$ cat src/rtl/pbs_pkg.sv
package pbs_pkg;

  // run-control states
  typedef enum logic [1:0] {
    CT_IDLE  = 2'd0,
    CT_ARMED = 2'd1,
    CT_DELAY = 2'd2,
    CT_RUN   = 2'd3
  } ctl_state_e;

  function automatic int unsigned cnt_width(input int unsigned n);
    return (n > 1) ? $clog2(n) : 1;
  endfunction

endpackage

$ cat src/rtl/pbs_pps_track.sv
module pbs_pps_track (
  input  logic clk,
  input  logic rst_n,
  input  logic pps,
  input  logic blk_start,
  output logic pps_seen,
  output logic sync_out
);

  logic pend;

  // PPS register stage
  always_ff @(posedge clk or negedge rst_n) begin
    if (!rst_n) pps_seen <= 1'b0;
    else        pps_seen <= pps;
  end

  // pending sync: a fresh PPS wins over the clear by a block start
  always_ff @(posedge clk or negedge rst_n) begin
    if (!rst_n) begin
      pend <= 1'b0;
    end else if (pps_seen) begin
      pend <= 1'b1;
    end else if (blk_start) begin
      pend <= 1'b0;
    end
  end

  always_ff @(posedge clk or negedge rst_n) begin
    if (!rst_n) sync_out <= 1'b0;
    else        sync_out <= blk_start & pend;
  end

endmodule

$ cat src/rtl/pbs_start_ctl.sv
module pbs_start_ctl
  import pbs_pkg::*;
#(
  parameter int OFS_W = 3
) (
  input  logic             clk,
  input  logic             rst_n,
  input  logic             en,
  input  logic             pps_mode,
  input  logic             pps_seen,
  input  logic [OFS_W-1:0] ofs,
  input  logic             blk_last,
  output logic             blk_start,
  output logic             blk_first
);

  ctl_state_e       state, state_nxt;
  logic [OFS_W-1:0] ofs_cnt, ofs_cnt_nxt;

  always_comb begin
    state_nxt   = state;
    ofs_cnt_nxt = ofs_cnt;
    blk_start   = 1'b0;
    blk_first   = 1'b0;
    unique case (state)
      CT_IDLE: begin
        if (en) begin
          if (pps_mode) begin
            state_nxt = CT_ARMED;
          end else begin
            blk_start = 1'b1;
            blk_first = 1'b1;
            state_nxt = CT_RUN;
          end
        end
      end
      CT_ARMED: begin
        if (!en) begin
          state_nxt = CT_IDLE;
        end else if (pps_seen) begin
          ofs_cnt_nxt = ofs;
          state_nxt   = CT_DELAY;
        end
      end
      CT_DELAY: begin
        if (!en) begin
          state_nxt = CT_IDLE;
        end else if (ofs_cnt == '0) begin
          blk_start = 1'b1;
          blk_first = 1'b1;
          state_nxt = CT_RUN;
        end else begin
          ofs_cnt_nxt = ofs_cnt - OFS_W'(1);
        end
      end
      CT_RUN: begin
        if (blk_last) begin
          if (en) blk_start = 1'b1;
          else    state_nxt = CT_IDLE;
        end
      end
      default: state_nxt = CT_IDLE;
    endcase
  end

  always_ff @(posedge clk or negedge rst_n) begin
    if (!rst_n) begin
      state   <= CT_IDLE;
      ofs_cnt <= '0;
    end else begin
      state   <= state_nxt;
      ofs_cnt <= ofs_cnt_nxt;
    end
  end

endmodule

$ cat src/rtl/pbs_framer.sv
module pbs_framer
  import pbs_pkg::*;
#(
  parameter int BLK_LEN = 7,
  parameter int BSN_W   = 31
) (
  input  logic             clk,
  input  logic             rst_n,
  input  logic             blk_start,
  input  logic             blk_first,
  input  logic [BSN_W-1:0] bsn_init,
  output logic             valid,
  output logic             sop,
  output logic             eop,
  output logic [BSN_W-1:0] bsn,
  output logic             restart
);

  localparam int unsigned POS_W = cnt_width(BLK_LEN);
  localparam logic [POS_W-1:0] POS_LAST = POS_W'(BLK_LEN - 1);

  logic [POS_W-1:0] pos;

  always_ff @(posedge clk or negedge rst_n) begin
    if (!rst_n) begin
      valid <= 1'b0;
      pos   <= '0;
    end else if (blk_start) begin
      valid <= 1'b1;
      pos   <= '0;
    end else if (valid && pos == POS_LAST) begin
      valid <= 1'b0;
      pos   <= '0;
    end else if (valid) begin
      pos   <= pos + POS_W'(1);
    end
  end

  always_ff @(posedge clk or negedge rst_n) begin
    if (!rst_n) begin
      bsn <= '0;
    end else if (blk_start) begin
      bsn <= blk_first ? bsn_init : bsn + BSN_W'(1);
    end
  end

  always_ff @(posedge clk or negedge rst_n) begin
    if (!rst_n) begin
      sop     <= 1'b0;
      restart <= 1'b0;
    end else begin
      sop     <= blk_start;
      restart <= blk_start & blk_first;
    end
  end

  assign eop = valid && (pos == POS_LAST);

endmodule

$ cat src/rtl/pps_block_source.sv
module pps_block_source
  import pbs_pkg::*;
#(
  parameter int BLK_LEN     = 7,
  parameter int CLK_PER_PPS = 10,
  parameter int BSN_W       = 31,
  localparam int OFS_W      = cnt_width(BLK_LEN)
) (
  input  logic             clk,
  input  logic             rst_n,
  input  logic             pps,
  input  logic             en,
  input  logic             pps_mode,
  input  logic [BSN_W-1:0] bsn_init,
  input  logic [OFS_W-1:0] bsn_ofs,
  output logic             out_valid,
  output logic             out_sop,
  output logic             out_eop,
  output logic [BSN_W-1:0] out_bsn,
  output logic             out_sync,
  output logic             status,
  output logic             restart
);

  logic pps_seen;
  logic blk_start;
  logic blk_first;

  pbs_pps_track u_track (
    .clk       (clk),
    .rst_n     (rst_n),
    .pps       (pps),
    .blk_start (blk_start),
    .pps_seen  (pps_seen),
    .sync_out  (out_sync)
  );

  pbs_start_ctl #(.OFS_W(OFS_W)) u_ctl (
    .clk       (clk),
    .rst_n     (rst_n),
    .en        (en),
    .pps_mode  (pps_mode),
    .pps_seen  (pps_seen),
    .ofs       (bsn_ofs),
    .blk_last  (out_eop),
    .blk_start (blk_start),
    .blk_first (blk_first)
  );

  pbs_framer #(.BLK_LEN(BLK_LEN), .BSN_W(BSN_W)) u_frm (
    .clk       (clk),
    .rst_n     (rst_n),
    .blk_start (blk_start),
    .blk_first (blk_first),
    .bsn_init  (bsn_init),
    .valid     (out_valid),
    .sop       (out_sop),
    .eop       (out_eop),
    .bsn       (out_bsn),
    .restart   (restart)
  );

  assign status = out_valid;

endmodule

$ cat config.mk
export PLATFORM = sky130hd
export DESIGN_NAME = pps_block_source
export DESIGN_NICKNAME = d
export VERILOG_FILES = /design/src/rtl/pbs_pkg.sv /design/src/rtl/pbs_pps_track.sv /design/src/rtl/pbs_start_ctl.sv /design/src/rtl/pbs_framer.sv /design/src/rtl/pps_block_source.sv
export SDC_FILE = /design/constraint.sdc
export NUM_CORES = 1
export LEC_CHECK = 0
export ABC_CLOCK_PERIOD_IN_PS = 2700
export BUFFER_PORTS_ARGS = -buffer_cell sky130_fd_sc_hd__buf_4
export CAP_MARGIN = 20
export CORE_MARGIN = 8
export CORE_UTILIZATION = 55
export CTS_BUF_LIST = sky130_fd_sc_hd__clkbuf_4
export DETAILED_ROUTE_END_ITERATION = 8
export HOLD_SLACK_MARGIN = 0.1
export PLACE_DENSITY = 0.87
export SYNTH_ARGS = -nofsm -noshare
export SYNTH_HDL_FRONTEND = slang
export SYNTH_HIERARCHICAL = 1
export SYNTH_SLANG_ARGS = --single-unit
$ cat constraint.sdc
create_clock -name clk -period 2.7 [get_ports clk]
set_input_delay 0.405 -clock clk [delete_from_list [all_inputs] [get_ports clk]]
set_output_delay 0.405 -clock clk [all_outputs]
set_load 0.02 [all_outputs]
==> summary.txt <==
Die
  • Core area: 5110 µm²
  • Initial core utilization: 0.570
  • # IOs: 76
  • Die area: 7870 µm²
  • Die Ht: 88.7 µm
  • Die width: 88.7 µm
  • # rows: 26

Timing
  • Setup TNS: 0 ns
  • Final Skew: ~0.0066 ns
  • Final period util: 0.897
  • Setup ws final: around 0.28 ns
  • F_max: 413 MHz
  • Min Hold Slack: ~0.15 ns
  • Final setup viols: 0
  • RSZ-0062 raised after global routing: false
  • Relative slew slack: 0.618
  • Slew Viols, Final: 0
  • Worst-Margin Slew: 0.570 ns
  • Final min period: 2.42 ns
  • Hold Vio Cnt, Final: 0

Final layout
  • Fraction of layout cells with a size suffix above 1: 0.275
  • Final-layout fill cell count: 439
  • Final instance area: 3550 µm²
  • Area grow syn2layout: 21.9%
  • N_diodes: 0
  • Final Net Count: 448
  • Non-Filler Instances: 474

Critical path
  • Worst r2r path cells: 11
  • Req. time, crit path: 2.93 ns
  • Worst r2r src: u_ctl/ofs_cnt[0]
  • Worst R2R Setup Slack: between 0.2 and 0.3 ns
  • CP Class: reg -> reg
  • Reg-to-reg endpoint: u_frm/bsn[20]
  • CP max-delay cell: dfrtp_1
  • CP Capture Type: flop
  • Crit-path max FO: 17
  • Worst EP arrival: approximately 2.7 ns
  • Critical-path cell list: inv_1 -> ha_1 -> nor2b_1 -> a21oi_1 -> o21a_1 -> nor2_2 -> buf_4 -> inv_1 -> buf_4 -> a22oi_1 -> nand3_1
  • Startpoint types: flop
  • Max incr delay on CP: 0.41 ns
  • Buf/Inv on CP: 4
  • Family with the most delay on the worst path: buffers and inverters

Logic synthesis
  • Combinational family with the most area after synthesis: simple AND/OR/NAND/NOR gates
  • Sequential area share after synthesis: 0.387
  • Simple-Gate Fraction of Synth Area: 0.274
  • Gate Count Post-Synth: 333
  • Synth top area cells: dfrtp_1, nand2_1, a21oi_1
  • Post-synthesis compound-gate area fraction: 0.215
  • Post-synth design cell area: 2910 µm²
  • Net Count, Synth: 377
  • Synth Area per Inst: 8.74 µm²
  • FF+latch count, synth: 45
  • Yosys top cell area share: 0.387
  • Leading area contributor after synthesis: dfrtp_1
  • Post-synth EDFFs: 0
  • Adder-Cell Fraction of Synth Area: 0.0215
  • Async set or reset register ratio after synthesis: 1.00
  • Synth warn: 6
  • Main synth FF type: dfrtp_1
  • Xor/xnor share of the synthesized area: 0.00301
  • Post-synth cell types: 68
  • Post-synthesis mux area share: 0.0228

Routing
  • Initial DRC Count: between 200 and 250
  • DR DRC count: 0
  • Via count: slightly below 3000
  • Final wirelength: 7.91 mm
  • First drt pass iteration count: 5
  • Wire per inst: 16.7 µm
  • DRT antenna net count: 0
  • Via density: approximately 6.2

Global route
  • Largest net degree at the start of global routing: 46
  • Initial antenna violation count: 0
  • Gr usage total: 0.205
  • Vias in the first global route: around 2800
  • First-pass GRT wire length: 12.9 mm
  • Grt ovf: 0

Placement
  • Dpl cells: 466
  • Dpl hpwl: around 5.8 mm
  • Placer congestion estimate: 0.867
  • Dpl ws: 0.307 ns
  • Placed Area: 3490 µm²
  • IO Port Bufs: 75

Clock network
  • Clock Root Buffer: clkbuf_4
  • Post_cts resized: 0
  • H-tree depth: 2
  • CTS tree: yes
  • Clock slew at reported path FFs: 0.13 ns
  • CTS Buffer Depth: 2
  • Clock Sinks: 45
  • Inserted Clock Buffers: 5
  • Clk_lat worst skew: around 0.35 ns

Power
  • P_leak: approximately 1.6 nW
  • Comb pwr share: 0.488
  • Clock power frac: 0.107
  • Net Sw Frac: 0.451
  • Switching Power: between 1 and 1.5 mW
  • Sequential Power Share: 0.405
  • PD cells: ~830 nW/µm²
  • Internal power: between 1.5 and 2 mW
  • Maximum VDD drop: 0.629 mV

Worst hold path
  • Worst Hold End: u_track/pps_seen
  • Hold_sp: pps
  • Worst min-delay path class: in -> reg
  • WHS Path Cells: 1

Flow run
  • Max cap viols: 0

Outcome
  • Status: completed
==> worst register-to-register path: cells and delay by family (launching register included) <==
family                   cells  cell delay [ns]
buffers and inverters        4             0.74
adder cells (fa/ha/maj)      1             0.14
AO/OA/AOI/OAI                3             0.55
flip-flops                   1             0.41
AND/OR/NAND/NOR              3             0.45
==> sequential cells by signal, summed over array words and instances, names as in the netlist <==
| signal | count |
|---|---|
| u_frm/sop | 1 |
| u_frm/pos | 3 |
| u_ctl/ofs_cnt | 3 |
| u_track/pps_seen | 1 |
| u_track/pend | 1 |
| u_track/sync_out | 1 |
| u_frm/restart | 1 |
| u_ctl/state | 2 |
| u_frm/bsn | 31 |
| u_frm/valid | 1 |
==> power by group through the flow <==
stage	Sequential (mW)	Combinational [mW]	Clock [mW]
2_1_floorplan	1.28	0.880	0
3_3_place_gp	1.19	1.40	0
3_5_place_dp	1.20	1.44	0
4_1_cts	1.19	1.44	0.325
5_1_grt	1.23	1.60	0.341
6_report	1.19	1.44	0.317
==> layout by cell type (no fill, tap or decap), drive strengths merged, types with 4 or more instances in the layout <==
master  count
o211ai      5
nor4        7
nand3      20
mux2i       4
nor3       13
buf        86
clkbuf      6
ha          5
a22oi       7
a21oi      22
nor2       26
inv        15
nand2      31
o21ai      19
o22ai       5
and3       15
nand4      15
dfrtp      45
==> per-stage QoR <==
stage / power (mW) / util
3_3_place_gp: 2.59 / 0.683
4_1_cts: 2.95 / 0.695
2_1_floorplan: 2.16 / -
5_1_grt: 3.17 / 0.695
6_report: 2.95 / 0.695
3_5_place_dp: 2.64 / 0.683
==> logic make-up after synthesis <==
group / count (synthesis)
xor+xnor: 1
simple gates: 145
mux: 6
flops: 45
compound gates: 92
buf+inv: 39
fa+ha+maj: 5
==> cell type report <==
| type | instances | area [µm²] | area share |
|---|---|---|---|
| well taps | 70 | 87.6 | 0.0247 |
| inverters | 16 | 60.1 | 0.0169 |
| multi-input cells | 249 | 1570 | 0.443 |
| flip-flops and latches | 45 | 1130 | 0.317 |
| clock buffers | 6 | 45.0 | 0.0127 |
| repair buffers | 87 | 656 | 0.185 |
| clock inverters | 1 | 3.75 | 0.00106 |
==> worst max-delay path by stage <==
stage | startpoint | to | slack [ns] | cells past startpoint
after CTS | u_ctl/ofs_cnt[0] | u_frm/bsn[20] | 0.29 | 11
after global routing | u_ctl/ofs_cnt[0] | u_frm/bsn[23] | 0.03 | 11
after floorplan | u_frm/pos[0] | u_frm/bsn[24] | 0.23 | 10
final | u_ctl/ofs_cnt[0] | u_frm/bsn[20] | 0.28 | 11
after global placement | u_ctl/ofs_cnt[0] | u_frm/bsn[20] | 0.41 | 11
after detailed placement | u_ctl/ofs_cnt[0] | u_frm/bsn[20] | 0.31 | 11
==> layer usage <==
| layer | track usage | share of wire | up-vias |
|---|---|---|---|
| li1 | - | - | 1391 |
| met1 | 0.258 | 0.42 | 1406 |
| met2 | 0.341 | 0.49 | 140 |
| met3 | 0.0353 | 0.079 | 7 |
| met4 | 0.0768 | 0.0092 | 0 |
| met5 | 0 | 0 | - |
==> synth_stat cells (all sizes together) (13+ instances only) <==
cell type	count
and3	15
nand4	15
clkbuf	17
dfrtp	45
nor2	26
o21ai	19
nor3	13
nand2	31
inv	15
nand3	20
a21oi	22
==> repair_timing <==
item	4_1_cts	5_1_grt
hold buffers	1	0
endpoints found under the hold margin	45	0
buffers inserted	0	0
(Power assumes the default switching activity.)
